File: src/rtl/sdhc_adapt_pkg.sv
package sdhc_adapt_pkg;

  typedef enum logic [1:0] {
    SZ_BYTE = 2'd0,
    SZ_HALF = 2'd1,
    SZ_WORD = 2'd2,
    SZ_WIDE = 2'd3
  } accSize_e;

  // strobes from control to datapath
  typedef struct packed {
    logic accept;     // request taken this cycle
    logic holdMode;   // transfer-mode half write goes to shadow
    logic dropWrite;  // no backing write for this access
  } ctrlStrobe_t;

  // standard register offsets the rules key on
  localparam int unsigned OFF_BLKSZ   = 'h04;
  localparam int unsigned OFF_XFER    = 'h0C;
  localparam int unsigned OFF_CMD     = 'h0E;
  localparam int unsigned OFF_PSTATE  = 'h24;
  localparam int unsigned OFF_HOSTCTL = 'h28;
  localparam int unsigned OFF_PWR     = 'h29;
  localparam int unsigned OFF_INTEN   = 'h34;
  localparam int unsigned OFF_CAPS    = 'h40;
  localparam int unsigned OFF_HOSTVER = 'hFE;

endpackage

File: src/rtl/sdhc_adapt_ctrl.sv
module sdhc_adapt_ctrl
  import sdhc_adapt_pkg::*;
#(
  parameter int ADDR_W = 8
) (
  input  logic              clk,
  input  logic              rstN,
  input  logic              hostReq,
  input  logic              hostWe,
  input  accSize_e          accSize,
  input  logic [ADDR_W-1:0] hostAddr,
  output ctrlStrobe_t       strobe,
  output logic              hostReady
);

  typedef enum logic {ST_IDLE, ST_DONE} state_e;
  state_e state;

  logic isXferHalf, isPwrByte;

  always_ff @(posedge clk) begin
    if (!rstN) state <= ST_IDLE;
    else if (state == ST_IDLE && hostReq) state <= ST_DONE;
    else state <= ST_IDLE;
  end

  assign hostReady  = (state == ST_DONE);
  assign isXferHalf = (accSize == SZ_HALF) && (hostAddr == ADDR_W'(OFF_XFER));
  assign isPwrByte  = (accSize == SZ_BYTE) && (hostAddr == ADDR_W'(OFF_PWR));

  always_comb begin
    strobe.accept    = (state == ST_IDLE) && hostReq;
    strobe.holdMode  = strobe.accept && hostWe && isXferHalf;
    strobe.dropWrite = strobe.holdMode || (strobe.accept && hostWe && isPwrByte);
  end

  // ready is a single pulse
  a_r13_single_ready: assert property (@(posedge clk) disable iff (!rstN)
    hostReady |=> !hostReady);

  // a pending request is answered on the next cycle
  a_r13_ready_follows: assert property (@(posedge clk) disable iff (!rstN)
    (hostReq && !hostReady) |=> hostReady);

endmodule

File: src/rtl/sdhc_adapt_dp.sv
module sdhc_adapt_dp
  import sdhc_adapt_pkg::*;
#(
  parameter int          ADDR_W       = 8,
  parameter logic [7:0]  RSVD_MASK    = 8'h04,
  parameter logic [7:0]  ADMA_MIN_VER = 8'h12,
  parameter logic [15:0] FIXED_VER    = 16'h1301
) (
  input  logic              clk,
  input  logic              rstN,
  input  ctrlStrobe_t       strobe,
  input  logic              hostWe,
  input  accSize_e          accSize,
  input  logic [ADDR_W-1:0] hostAddr,
  input  logic [31:0]       hostWdata,
  input  logic [7:0]        vendorVer,
  input  logic              wrongVerQuirk,
  input  logic [31:0]       regRdata,
  output logic [ADDR_W-1:0] regAddr,
  output logic              regWe,
  output logic [31:0]       regWdata,
  output logic [31:0]       hostRdata
);

  localparam logic [31:0] BYTE_MASK = 32'h0000_00FF;
  localparam logic [31:0] HALF_MASK = 32'h0000_FFFF;

  logic [4:0]  laneShift;
  logic [15:0] xferShadow;
  logic [31:0] oldWord, newWord, rdWord;
  logic        atHostCtl, atBlkSz, atCmd, atInten, atPstate, atCaps, atHostVer;

  assign oldWord   = regRdata;
  assign regAddr   = {hostAddr[ADDR_W-1:2], 2'b00};
  assign atHostCtl = hostAddr == ADDR_W'(OFF_HOSTCTL);
  assign atBlkSz   = hostAddr == ADDR_W'(OFF_BLKSZ);
  assign atCmd     = hostAddr == ADDR_W'(OFF_CMD);
  assign atInten   = hostAddr == ADDR_W'(OFF_INTEN);
  assign atPstate  = hostAddr == ADDR_W'(OFF_PSTATE);
  assign atCaps    = hostAddr == ADDR_W'(OFF_CAPS);
  assign atHostVer = hostAddr == ADDR_W'(OFF_HOSTVER);

  always_comb begin
    case (accSize)
      SZ_BYTE: laneShift = {hostAddr[1:0], 3'b000};
      SZ_HALF: laneShift = {hostAddr[1], 4'b0000};
      default: laneShift = 5'd0;
    endcase
  end

  // write merge and layout fixups
  always_comb begin
    newWord = hostWdata;
    case (accSize)
      SZ_BYTE: begin
        newWord = (oldWord & ~(BYTE_MASK << laneShift))
                | ((hostWdata & BYTE_MASK) << laneShift);
        if (atHostCtl) begin
          newWord      = oldWord;
          newWord[9:8] = hostWdata[4:3];
          newWord[7:0] = {hostWdata[7:5], oldWord[4:3], hostWdata[2:0]} & ~RSVD_MASK;
        end
      end
      SZ_HALF: begin
        if (atCmd) newWord = {hostWdata[15:0], xferShadow};
        else newWord = (oldWord & ~(HALF_MASK << laneShift))
                     | ((hostWdata & HALF_MASK) << laneShift);
        if (atBlkSz) newWord[14:12] = 3'b000;
      end
      default: if (atInten) newWord[2] = 1'b1;
    endcase
  end

  // read lane select and layout fixups
  always_comb begin
    rdWord = oldWord;
    case (accSize)
      SZ_BYTE: begin
        rdWord = (oldWord >> laneShift) & BYTE_MASK;
        if (atHostCtl) rdWord[4:3] = oldWord[9:8];
      end
      SZ_HALF: begin
        rdWord = (oldWord >> laneShift) & HALF_MASK;
        if (atHostVer && wrongVerQuirk) rdWord = {16'h0000, FIXED_VER};
      end
      default: begin
        if (atPstate) rdWord = {7'b0, oldWord[23], oldWord[27:24], oldWord[19:0]};
        if (atCaps && oldWord[20] && (vendorVer > ADMA_MIN_VER)) rdWord[19] = 1'b1;
      end
    endcase
  end

  assign regWe    = strobe.accept && hostWe && !strobe.dropWrite;
  assign regWdata = newWord;

  always_ff @(posedge clk) begin
    if (!rstN) begin
      hostRdata  <= '0;
      xferShadow <= '0;
    end else begin
      if (strobe.accept && !hostWe) hostRdata <= rdWord;
      if (strobe.holdMode) xferShadow <= hostWdata[15:0];
    end
  end

  // a transfer-mode half write never reaches the backing file
  a_r6_mode_held: assert property (@(posedge clk) disable iff (!rstN)
    (strobe.accept && hostWe && accSize == SZ_HALF && hostAddr == ADDR_W'(OFF_XFER)) |-> !regWe);

  // power-control byte writes are dropped
  a_r7_power_dropped: assert property (@(posedge clk) disable iff (!rstN)
    (strobe.accept && hostWe && accSize == SZ_BYTE && hostAddr == ADDR_W'(OFF_PWR)) |-> !regWe);

  // boundary bits never stored by a block-size half write
  a_r10_boundary_clear: assert property (@(posedge clk) disable iff (!rstN)
    (regWe && accSize == SZ_HALF && hostAddr == ADDR_W'(OFF_BLKSZ)) |-> (regWdata[14:12] == 3'b000));

  // interrupt-enable word always carries the block-gap enable
  a_r11_blkgap_set: assert property (@(posedge clk) disable iff (!rstN)
    (regWe && accSize inside {SZ_WORD, SZ_WIDE} && hostAddr == ADDR_W'(OFF_INTEN)) |-> regWdata[2]);

  // reserved host-control bits are never stored
  a_r8_rsvd_clear: assert property (@(posedge clk) disable iff (!rstN)
    (regWe && accSize == SZ_BYTE && hostAddr == ADDR_W'(OFF_HOSTCTL)) |-> ((regWdata[7:0] & RSVD_MASK) == 8'h00));

endmodule

File: src/rtl/sdhc_reg_adapter.sv
module sdhc_reg_adapter
  import sdhc_adapt_pkg::*;
#(
  parameter int         ADDR_W       = 8,
  parameter logic [7:0] RSVD_MASK    = 8'h04,
  parameter logic [7:0] ADMA_MIN_VER = 8'h12
) (
  input  logic              clk,
  input  logic              rstN,
  input  logic              hostReq,
  input  logic              hostWe,
  input  logic [1:0]        hostSize,
  input  logic [ADDR_W-1:0] hostAddr,
  input  logic [31:0]       hostWdata,
  output logic              hostReady,
  output logic [31:0]       hostRdata,
  input  logic [7:0]        vendorVer,
  input  logic              wrongVerQuirk,
  output logic [ADDR_W-1:0] regAddr,
  output logic              regWe,
  output logic [31:0]       regWdata,
  input  logic [31:0]       regRdata
);

  accSize_e    accSize;
  ctrlStrobe_t strobe;

  assign accSize = accSize_e'(hostSize);

  sdhc_adapt_ctrl #(.ADDR_W(ADDR_W)) i_ctrl (
    .clk(clk), .rstN(rstN), .hostReq(hostReq), .hostWe(hostWe),
    .accSize(accSize), .hostAddr(hostAddr), .strobe(strobe), .hostReady(hostReady)
  );

  sdhc_adapt_dp #(
    .ADDR_W(ADDR_W), .RSVD_MASK(RSVD_MASK), .ADMA_MIN_VER(ADMA_MIN_VER), .FIXED_VER(16'h1301)
  ) i_dp (
    .clk(clk), .rstN(rstN), .strobe(strobe), .hostWe(hostWe), .accSize(accSize),
    .hostAddr(hostAddr), .hostWdata(hostWdata), .vendorVer(vendorVer),
    .wrongVerQuirk(wrongVerQuirk), .regRdata(regRdata), .regAddr(regAddr),
    .regWe(regWe), .regWdata(regWdata), .hostRdata(hostRdata)
  );

endmodule

File: config.mk
export PLATFORM = sky130hd
export DESIGN_NAME = sdhc_reg_adapter
export DESIGN_NICKNAME = d
export VERILOG_FILES = /design/src/rtl/sdhc_adapt_pkg.sv /design/src/rtl/sdhc_adapt_ctrl.sv /design/src/rtl/sdhc_adapt_dp.sv /design/src/rtl/sdhc_reg_adapter.sv
export SDC_FILE = /design/constraint.sdc
export NUM_CORES = 1
export LEC_CHECK = 0
export ABC_AREA = 1
export BUFFER_PORTS_ARGS = -buffer_cell sky130_fd_sc_hd__buf_4
export CORE_ASPECT_RATIO = 1.2
export CORE_UTILIZATION = 32
export CTS_CLUSTER_DIAMETER = 100
export DETAILED_ROUTE_END_ITERATION = 8
export PLACE_DENSITY_LB_ADDON = 0.1
export SETUP_SLACK_MARGIN = 0.5
export SYNTH_ARGS = -nofsm -noshare
export SYNTH_HDL_FRONTEND = slang
export SYNTH_HIERARCHICAL = 1
export SYNTH_SLANG_ARGS = --single-unit
File: constraint.sdc
create_clock -name clk -period 3.36 [get_ports clk]
set_clock_uncertainty 0.1 [all_clocks]
set_input_delay 0.84 -clock clk [delete_from_list [all_inputs] [get_ports clk]]
set_output_delay 0.84 -clock clk [all_outputs]
set_load 0.02 [all_outputs]
==> impl_results.md, run 1 <==
* Met3 WL post-DR at 1810 um
* TritonCTS clock tree: yes
* Worst hold slack at 364 ps
* Clk pin slew, worst setup/hold paths at approximately 70 ps
* Count of buffers inserted at the top-level ports at about 160
* Relative max-transition margin at 0.340
* Setup repair after global routing missed its margin: yes
* Critical Path AT at roughly 2200 ps
* # fillers at ~1,300
* Placed insts at between 1,000 and 1,500
* Average cell area after synthesis at 5.60 um2
* Routed length on met2 at 10,300 um
* Core area at 0.0128 mm2
* Flop-to-flop setup slack at 1260 ps
* Global-route usage over all layers at 0.295
* Final hold violation count at 0
* Starting density of the core at 0.332
* Ratio of cells with drive above 1 in the final layout at 0.382
* Type of the worst min-delay path: register to register
* Number of enable flip-flop cells after synthesis at 0
* Number of H-tree levels at 2
* Top routing layer in use: met4
* Number of global-route vias before repair at around 5,500
* R2r startpoint: i_ctrl/hostReady
* Post-layout util at 0.566
* Routed Antenna Nets at 0
* Area of the mapped netlist at 0.00427 mm2
* Final critical-path required period at 3130 ps
* Register bit total from synthesis at 49
* Total I/O pin count at 161
* Via density per instance at 5.42
* Share of async-settable or async-resettable flops after synthesis at 0
* Worst Tran Pin Value at a little under 1000 ps
* Critical path launch point type: input port
* Sequential element share of the synthesized area at 0.230
* GP Congestion at about 0.9
* Leak Pwr at roughly 3.5 nW
* Warnings from Yosys at 6
* DR WL/cell at 19.2 um
* Routed wire length at 21,700 um
* Insertion delay of the later-clocked pin in the worst-skew pair at 310 ps
* Internal power consumption at 1.26 mW
* Clock root buffer master: sky130_fd_sc_hd__clkbuf_16
* Wire length of the first global-routing pass at 30,700 um
* Final number of setup-violating endpoints at 0
* Clock power frac at 0.278
* Capturing point of the worst reg2reg path: i_dp/hostRdata[24]
* Met1 routed wirelength after detailed routing at 8970 um
* Placed wire-length estimate after detailed placement at 15,500 um
* Non-filler cells in the finished layout at 1,130
* Worst VDD drop at 0.252 mV
* Number of rows in the core area at 45
* Fraction of power spent switching nets at 0.368
* Die outline width at 107 um
* Full die area at 0.0138 mm2
* Remaining DRCs at 0
* Flop pwr share at 0.304
* Highest achievable clock rate at 319 MHz
* Combinational share of power at 0.418
* Number of different library cells in the post-synthesis netlist at 31
* WHS Path Cells at 2
* Combined flip-flop and latch cell area at 981 um2
* Total via count after detailed routing at about 6,100
* Worst Hold Path EP: i_dp/hostRdata[22]
* Beginning of the worst hold path: i_dp/hostRdata[22]
* Number of antenna repair diodes at 0
* Maximum fanout count along the critical path at 5
* Crit path kind: input port to primary output
* Critical Path RT at 2420 ps
* Chip Height at 129 um
* Worst r2r path cells at 9
* Clk sinks at 49
* Remaining global-route overflow at 0
* Final-stage net count at roughly 1,100
* Pre-Repair DR Iteration Count at 5
* Iter 0 DRT Violations at 565
* Final max-slew violation count at 0
* Total chip power at 1.99 mW
* Antenna violations before repair at 0
* Number of standard cells after synthesis at 762
* Sw power at roughly 730 uW
* Endpoint class of the critical path: primary output
* Run status: finished clean
* Num CTS Buffers at 5
* Area used by multi-input combinational logic at 0.00320 mm2
* Pin count of the biggest net entering global routing at 37
* Buffer depth of the longest clock path at 2
* Number of violations of the max-capacitance limit at 0
* Post-route clock period utilization at 0.933
* Dominant register cell in the synthesized netlist: sky130_fd_sc_hd__dfxtp_1
* Power density cells at 274 mW/mm2
* Area added between synthesis and finish at 70.2%
## placed cells by master, fill, tap and decap left out, types with 11 or more instances in the layout
cell and instances:
sky130_fd_sc_hd__clkbuf_16 12, sky130_fd_sc_hd__buf_6 33, sky130_fd_sc_hd__nor2_4 13, sky130_fd_sc_hd__buf_12 16, sky130_fd_sc_hd__nor2_2 11, sky130_fd_sc_hd__o22ai_1 20, sky130_fd_sc_hd__o21ai_0 67, sky130_fd_sc_hd__nand2_1 191
sky130_fd_sc_hd__o21ai_1 17, sky130_fd_sc_hd__buf_4 181, sky130_fd_sc_hd__nand2_4 13, sky130_fd_sc_hd__nor2_1 33, sky130_fd_sc_hd__o211ai_1 16, sky130_fd_sc_hd__nand3_1 29, sky130_fd_sc_hd__a21oi_1 84, sky130_fd_sc_hd__dfxtp_1 49
sky130_fd_sc_hd__nand3_2 27, sky130_fd_sc_hd__inv_1 72
## sequential cells by signal, summed over array words and instances (netlist names)
signal            cells
i_ctrl/hostReady      1
i_dp/hostRdata       32
i_dp/xferShadow      16
## synth_stat cells (3+ instances only)
cell type	n	share of area
sky130_fd_sc_hd__o21ai_1	3	0.0035
sky130_fd_sc_hd__nor3_1	6	0.0070
sky130_fd_sc_hd__o22ai_1	24	0.035
sky130_fd_sc_hd__inv_2	5	0.0044
sky130_fd_sc_hd__inv_1	84	0.074
sky130_fd_sc_hd__buf_2	17	0.020
sky130_fd_sc_hd__o21ai_0	85	0.10
sky130_fd_sc_hd__or2_2	4	0.0059
sky130_fd_sc_hd__nor2_1	49	0.043
sky130_fd_sc_hd__nand2_1	211	0.19
sky130_fd_sc_hd__nor2_2	5	0.0073
sky130_fd_sc_hd__nor2_4	3	0.0079
sky130_fd_sc_hd__o2111ai_1	3	0.0062
sky130_fd_sc_hd__buf_4	9	0.016
sky130_fd_sc_hd__nand4_1	6	0.0088
sky130_fd_sc_hd__nand3_1	56	0.066
sky130_fd_sc_hd__a21oi_1	95	0.11
sky130_fd_sc_hd__o211ai_1	16	0.028
sky130_fd_sc_hd__clkbuf_1	21	0.018
sky130_fd_sc_hd__dfxtp_1	49	0.23
## per-layer routing
| layer | GRT usage | vias to the layer above |
|---|---|---|
| met1 | 0.387 | 2819 |
| met4 | 0.0870 | 0 |
| li1 | - | 2932 |
| met2 | 0.487 | 332 |
| met3 | 0.0578 | 47 |
| met5 | 0 | - |
## stage by stage
step	setup TNS (ps)	setup WS (ps)	instance area [um2]
after floorplan	0	321	4430
after global placement	0	31.5	5830
after detailed placement	-90.3	-32.7	5830
after CTS	0	248	6450
after global routing	0	215	7260
final	0	225	7260
## worst max path at each step
| stage | to | cells past startpoint | from |
|---|---|---|---|
| after floorplan | regWdata[23] | 10 | hostAddr[1] |
| after global placement | regWdata[7] | 9 | hostAddr[1] |
| after detailed placement | regWdata[2] | 9 | hostAddr[1] |
| after CTS | regWdata[19] | 9 | hostSize[1] |
| after global routing | regWdata[19] | 10 | hostAddr[1] |
| final | regWdata[9] | 11 | hostSize[0] |
## power groups by stage
| stage | Sequential [mW] | Combinational [mW] | Clock (mW) |
|---|---|---|---|
| after floorplan | 0.636 | 0.346 | 0 |
| after global placement | 0.617 | 0.670 | 0 |
| after detailed placement | 0.618 | 0.671 | 0 |
| after CTS | 0.604 | 0.721 | 0.565 |
| after global routing | 0.606 | 0.887 | 0.579 |
| final | 0.605 | 0.832 | 0.553 |
## logic make-up after synthesis
group | Yosys count | synth area share
and+or+nand+nor | 343 | 0.339
AOI/OAI and AO/OA | 230 | 0.291
buffers and inverters | 138 | 0.136
DFF | 49 | 0.230
adders and majority gates | 1 | 0.00293
other | 1 | 0.000879
## timing repair
item	4_1_cts	5_1_grt
endpoints found under the setup margin	32	32
setup buffers	19	24
hold buffers	0	0
pin swaps	19	31
resized for setup	74	126
cloned	3	8
## critical path: stages
cell,delay [ps]
sky130_fd_sc_hd__buf_12,110
sky130_fd_sc_hd__nor2_4,120
sky130_fd_sc_hd__nand2_4,90
sky130_fd_sc_hd__buf_12,140
sky130_fd_sc_hd__clkbuf_16,160
sky130_fd_sc_hd__nor2_4,140
sky130_fd_sc_hd__nand2_1,70
sky130_fd_sc_hd__o211ai_1,100
sky130_fd_sc_hd__nand3_1,120
sky130_fd_sc_hd__nand4_1,150
sky130_fd_sc_hd__buf_6,150
## layout make-up
cell class	count	area share
repair buffers	243	0.321
clock buffers	6	0.0191
repair inverters	1	0.00103
flip-flops and latches	49	0.135
multi-input cells	576	0.440
well taps	164	0.0283
clock inverters	2	0.00189
inverters	89	0.0534
No activity file was read; power rests on OpenSTA's default activity.
==> run 2, diff against run 1 <==
ABC_AREA = unset   (was 1)
SKIP_LAST_GASP = 1   (was unset)
==> impl_results.md, run 2 <==
* Most common cell in the netlist: sky130_fd_sc_hd__nand2_1
* Minimum setup slack in the final design at -77.6 ps (-303 ps)
* Pre-Repair DR Iteration Count at 7 (+2)
* Total via count after detailed routing at 5,201 (-15%)
* Run status: finished, violations left
* Placed wire-length estimate after detailed placement at 15,100 um (-2.6%)
* Capturing point of the worst reg2reg path: i_dp/hostRdata[22]
* TritonCTS clock tree: yes
* Internal power consumption at 1.22 mW (-2.8%)
* Leading cell types in the layout, fill and taps excluded: sky130_fd_sc_hd__buf_4 (195), sky130_fd_sc_hd__nand2_1 (78), sky130_fd_sc_hd__dfxtp_1 (49)
* Clk sinks at 49 (unchanged)
* Maximum fanout count along the critical path at 5 (unchanged)
* Number of global-route vias before repair at 5,193 (-5.0%)
* Share of the synthesized area in the top cell type at 0.235 (+0.00489)
* Chip Height at 127 um (-1.0%)
* Beginning of the worst hold path: i_dp/hostRdata[21]
* Number of violations of the max-capacitance limit at 0 (unchanged)
* Top reg by flops: i_dp/hostRdata
* Met3 WL post-DR at 1440 um (-20%)
* Final max-slew violation count at 0 (unchanged)
* Top cell types by occurrence after synthesis: sky130_fd_sc_hd__nand2_1 (79), sky130_fd_sc_hd__dfxtp_1 (49), sky130_fd_sc_hd__a21oi_1 (43)
* Count of buffers inserted at the top-level ports at 158 (unchanged)
* Fraction of power spent switching nets at 0.360 (-0.00855)
* Core area at 0.0127 mm2 (-1.3%)
* Routed Antenna Nets at 0 (unchanged)
* WHS Path Cells at 2 (unchanged)
* Num CTS Buffers at 5 (unchanged)
* Relative max-transition margin at 0.663 (+0.322)
* Top cell type by total area after synthesis: sky130_fd_sc_hd__dfxtp_1
* Setup total negative slack at -946 ps (-946 ps)
* Iter 0 DRT Violations at 397 (-30%)
* Pin count of the biggest net entering global routing at 35 (-5.4%)
* Clock root buffer master: sky130_fd_sc_hd__clkbuf_16
* Remaining DRCs at 0 (unchanged)
* Sw power at 687 uW (-6.3%)
* Post-placement setup slack at -151 ps (-118 ps)
* Endpoint class of the critical path: primary output
* Top routing layer in use: met4
* Worst Hold Path EP: i_dp/hostRdata[21]
* Failing checks: setup timing
* GP Congestion at 0.945 (+2.6%)
* Final critical-path required period at 3440 ps (+303 ps)
* Number of antenna repair diodes at 0 (unchanged)
* Critical Path AT at 2500 ps (+310 ps)
* Critical path launch point type: input port
* Met1 routed wirelength after detailed routing at 8160 um (-9.0%)
* Total I/O pin count at 161 (unchanged)
* Combinational family with the most area after synthesis: compound AO/OA/AOI/OAI gates
* Most common cell after layout, fill and taps aside: sky130_fd_sc_hd__buf_4
* Number of standard cells after synthesis at 564 (-26%)
* Total chip power at 1.91 mW (-4.1%)
* XOR/XNOR Fraction of Synth Area at 0.00210 (+0.00210)
* Ratio of cells with drive above 1 in the final layout at 0.421 (+0.0393)
* Dominant register cell in the synthesized netlist: sky130_fd_sc_hd__dfxtp_1
* DR WL/cell at 21.6 um (+13%)
* Full die area at 0.0135 mm2 (-2.0%)
* Sequential element share of the synthesized area at 0.235 (+0.00489)
* Post-layout util at 0.504 (-0.0618)
* Insertion delay of the later-clocked pin in the worst-skew pair at 300 ps (about the same)
* Worst VDD drop at 0.182 mV (-28%)
* Register bit total from synthesis at 49 (unchanged)
* Area added between synthesis and finish at 52.8%
* Compound-cell area share of the yosys netlist at 0.297 (+0.00589)
* Final-stage net count at 830 (-21%)
* Highest achievable clock rate at 291 MHz (-8.8%)
* Number of enable flip-flop cells after synthesis at 0 (unchanged)
* Leak Pwr at 2.65 nW (-24%)
* Combinational share of power at 0.404 (-0.014)
* Buffer depth of the longest clock path at 2 (unchanged)
* Multiplexer fraction of the synthesized cell area at 0.119 (+0.119)
* Clk pin slew, worst setup/hold paths at 70 ps (about the same)
* Number of rows in the core area at 45 (unchanged)
* Via density per instance at 5.73 (+5.7%)
* Routed wire length at 19,600 um (-9.5%)
* Area of the mapped netlist at 0.00418 mm2 (-2.1%)
* R2r startpoint: i_ctrl/hostReady
* Flip-flop count of the largest register, all copies and words added at 32 (unchanged)
* Starting density of the core at 0.330 (-0.00258)
* Final number of setup-violating endpoints at 26 (+26)
* Number of different library cells in the post-synthesis netlist at 64 (+110%)
* Cell types with the largest area share after synthesis: sky130_fd_sc_hd__dfxtp_1 (23%), sky130_fd_sc_hd__mux2i_1 (10%), sky130_fd_sc_hd__nand2_1 (7.1%)
* Worst r2r path cells at 6 (-3)
* Number of H-tree levels at 2 (unchanged)
* Clock power frac at 0.278 (about the same)
* Simple-Gate Fraction of Synth Area at 0.263 (-0.0760)
* Flop pwr share at 0.318 (+0.014)
* Post-route clock period utilization at 1.02 (+0.0901)
* Type of the worst min-delay path: register to register
* Worst Tran Pin Value at 506 ps (-483 ps)
* Die outline width at 106 um (-1.0%)
* Antenna violations before repair at 0 (unchanged)
* Flop-to-flop setup slack at 1350 ps (+90 ps)
* Wire length of the first global-routing pass at 29,900 um (-2.6%)
* Remaining global-route overflow at 0 (unchanged)
* Power density cells at 299 mW/mm2 (+9.1%)
* Share of async-settable or async-resettable flops after synthesis at 0 (unchanged)
* Global-route usage over all layers at 0.292 (-0.00303)
* Crit path kind: input port to primary output
* Setup repair after global routing missed its margin: yes
* Synthesized-area fraction occupied by adder cells at 0.00299 (+0.0000623)
* # fillers at 1,256 (+0.16%)
* Critical Path RT at 2420 ps (about the same)
* Warnings from Yosys at 6 (unchanged)
* Routed length on met2 at 9090 um (-12%)
* Final hold violation count at 0 (unchanged)
* Hold_buf cts at 0 (unchanged)
* Average cell area after synthesis at 7.41 um2 (+32%)
==> run 2: cell count changes in the layout (fill, tap and decap cells not counted), sizes merged, moves of 13 or more <==
cell / delta
a21oi: -52
a222oi: +13
a22oi: +28
inv: -79
mux2i: +42
nand2: -133
nand3: -24
nor2: -20
nor2b: +29
o21ai: -45
o22ai: -18
==> run 2: kinds of logic (layout without fill, tap and decap cells) <==
| kind of cell | after synthesis | after routing |
|---|---|---|
| AO/OA/AOI/OAI | 184 | 184 |
| adder cells (fa/ha/maj) | 1 | 1 |
| XOR/XNOR | 1 | 1 |
| AND/OR/NAND/NOR | 212 | 212 |
| buffers and inverters | 67 | 245 |
| flip-flops | 49 | 49 |
| other | 1 | 2 |
| multiplexers | 49 | 49 |
==> run 2: metal layers <==
metal | global-route usage | vias up
li1 | - | 2437
met1 | 0.370 | 2462
met2 | 0.481 | 265
met3 | 0.0357 | 37
met4 | 0.154 | 0
met5 | 0 | -
==> run 2: what timing repair did <==
item	4_1_cts	5_1_grt
pin swaps	14	7
cloned	1	0
resized for setup	34	3
buffers inserted	3	0
endpoints found under the setup margin	33	33
==> run 2: worst max-delay path by stage <==
| stage | start | to | slack, ps | cells past startpoint |
|---|---|---|---|---|
| 6_report | hostAddr[7] | regWdata[21] | -80 | 8 |
| 5_1_grt | hostAddr[7] | regWdata[29] | -130 | 8 |
| 4_1_cts | hostAddr[7] | regWdata[29] | -90 | 8 |
| 3_5_place_dp | hostAddr[4] | regWdata[10] | -150 | 7 |
| 3_3_place_gp | hostAddr[4] | regWdata[10] | -150 | 7 |
| 2_1_floorplan | hostAddr[0] | regWdata[23] | 40 | 10 |
==> run 2: area by class of cell <==
type / count / area, um2 / area share
Clock buffer: 5 / 125 / 0.0196
Clock inverter: 3 / 22.5 / 0.00353
Inverter: 9 / 33.8 / 0.00529
Multi-Input combinational cell: 449 / 3140 / 0.491
Sequential cell: 49 / 981 / 0.154
Tap cell: 164 / 205 / 0.0321
Timing Repair Buffer: 228 / 1880 / 0.294
==> run 2: metrics by stage <==
| step | std cells | hold slack [ps] | area [um2] |
|---|---|---|---|
| 6_report | 907 | 359 | 6380 |
| 5_1_grt | 907 | 395 | 6380 |
| 4_1_cts | 907 | 362 | 6370 |
| 3_5_place_dp | 895 | 346 | 6060 |
| 3_3_place_gp | 895 | 338 | 6060 |
| 2_1_floorplan | 565 | 377 | 4450 |
==> run 2: critical path, cell delays in order <==
cell                      delay, ps
sky130_fd_sc_hd__buf_6           90
sky130_fd_sc_hd__or4_4          550
sky130_fd_sc_hd__buf_4          180
sky130_fd_sc_hd__nor2_4         140
sky130_fd_sc_hd__buf_6          150
sky130_fd_sc_hd__o21ai_1         60
sky130_fd_sc_hd__a221o_1        320
sky130_fd_sc_hd__buf_4          170
==> run 2: power groups by stage <==
| stage | Combinational, mW | Sequential (mW) | Clock (mW) |
|---|---|---|---|
| 2_1_floorplan | 0.371 | 0.642 | 0 |
| 3_3_place_gp | 0.736 | 0.621 | 0 |
| 3_5_place_dp | 0.740 | 0.621 | 0 |
| 4_1_cts | 0.766 | 0.608 | 0.544 |
| 5_1_grt | 0.818 | 0.610 | 0.565 |
| 6_report | 0.771 | 0.608 | 0.530 |
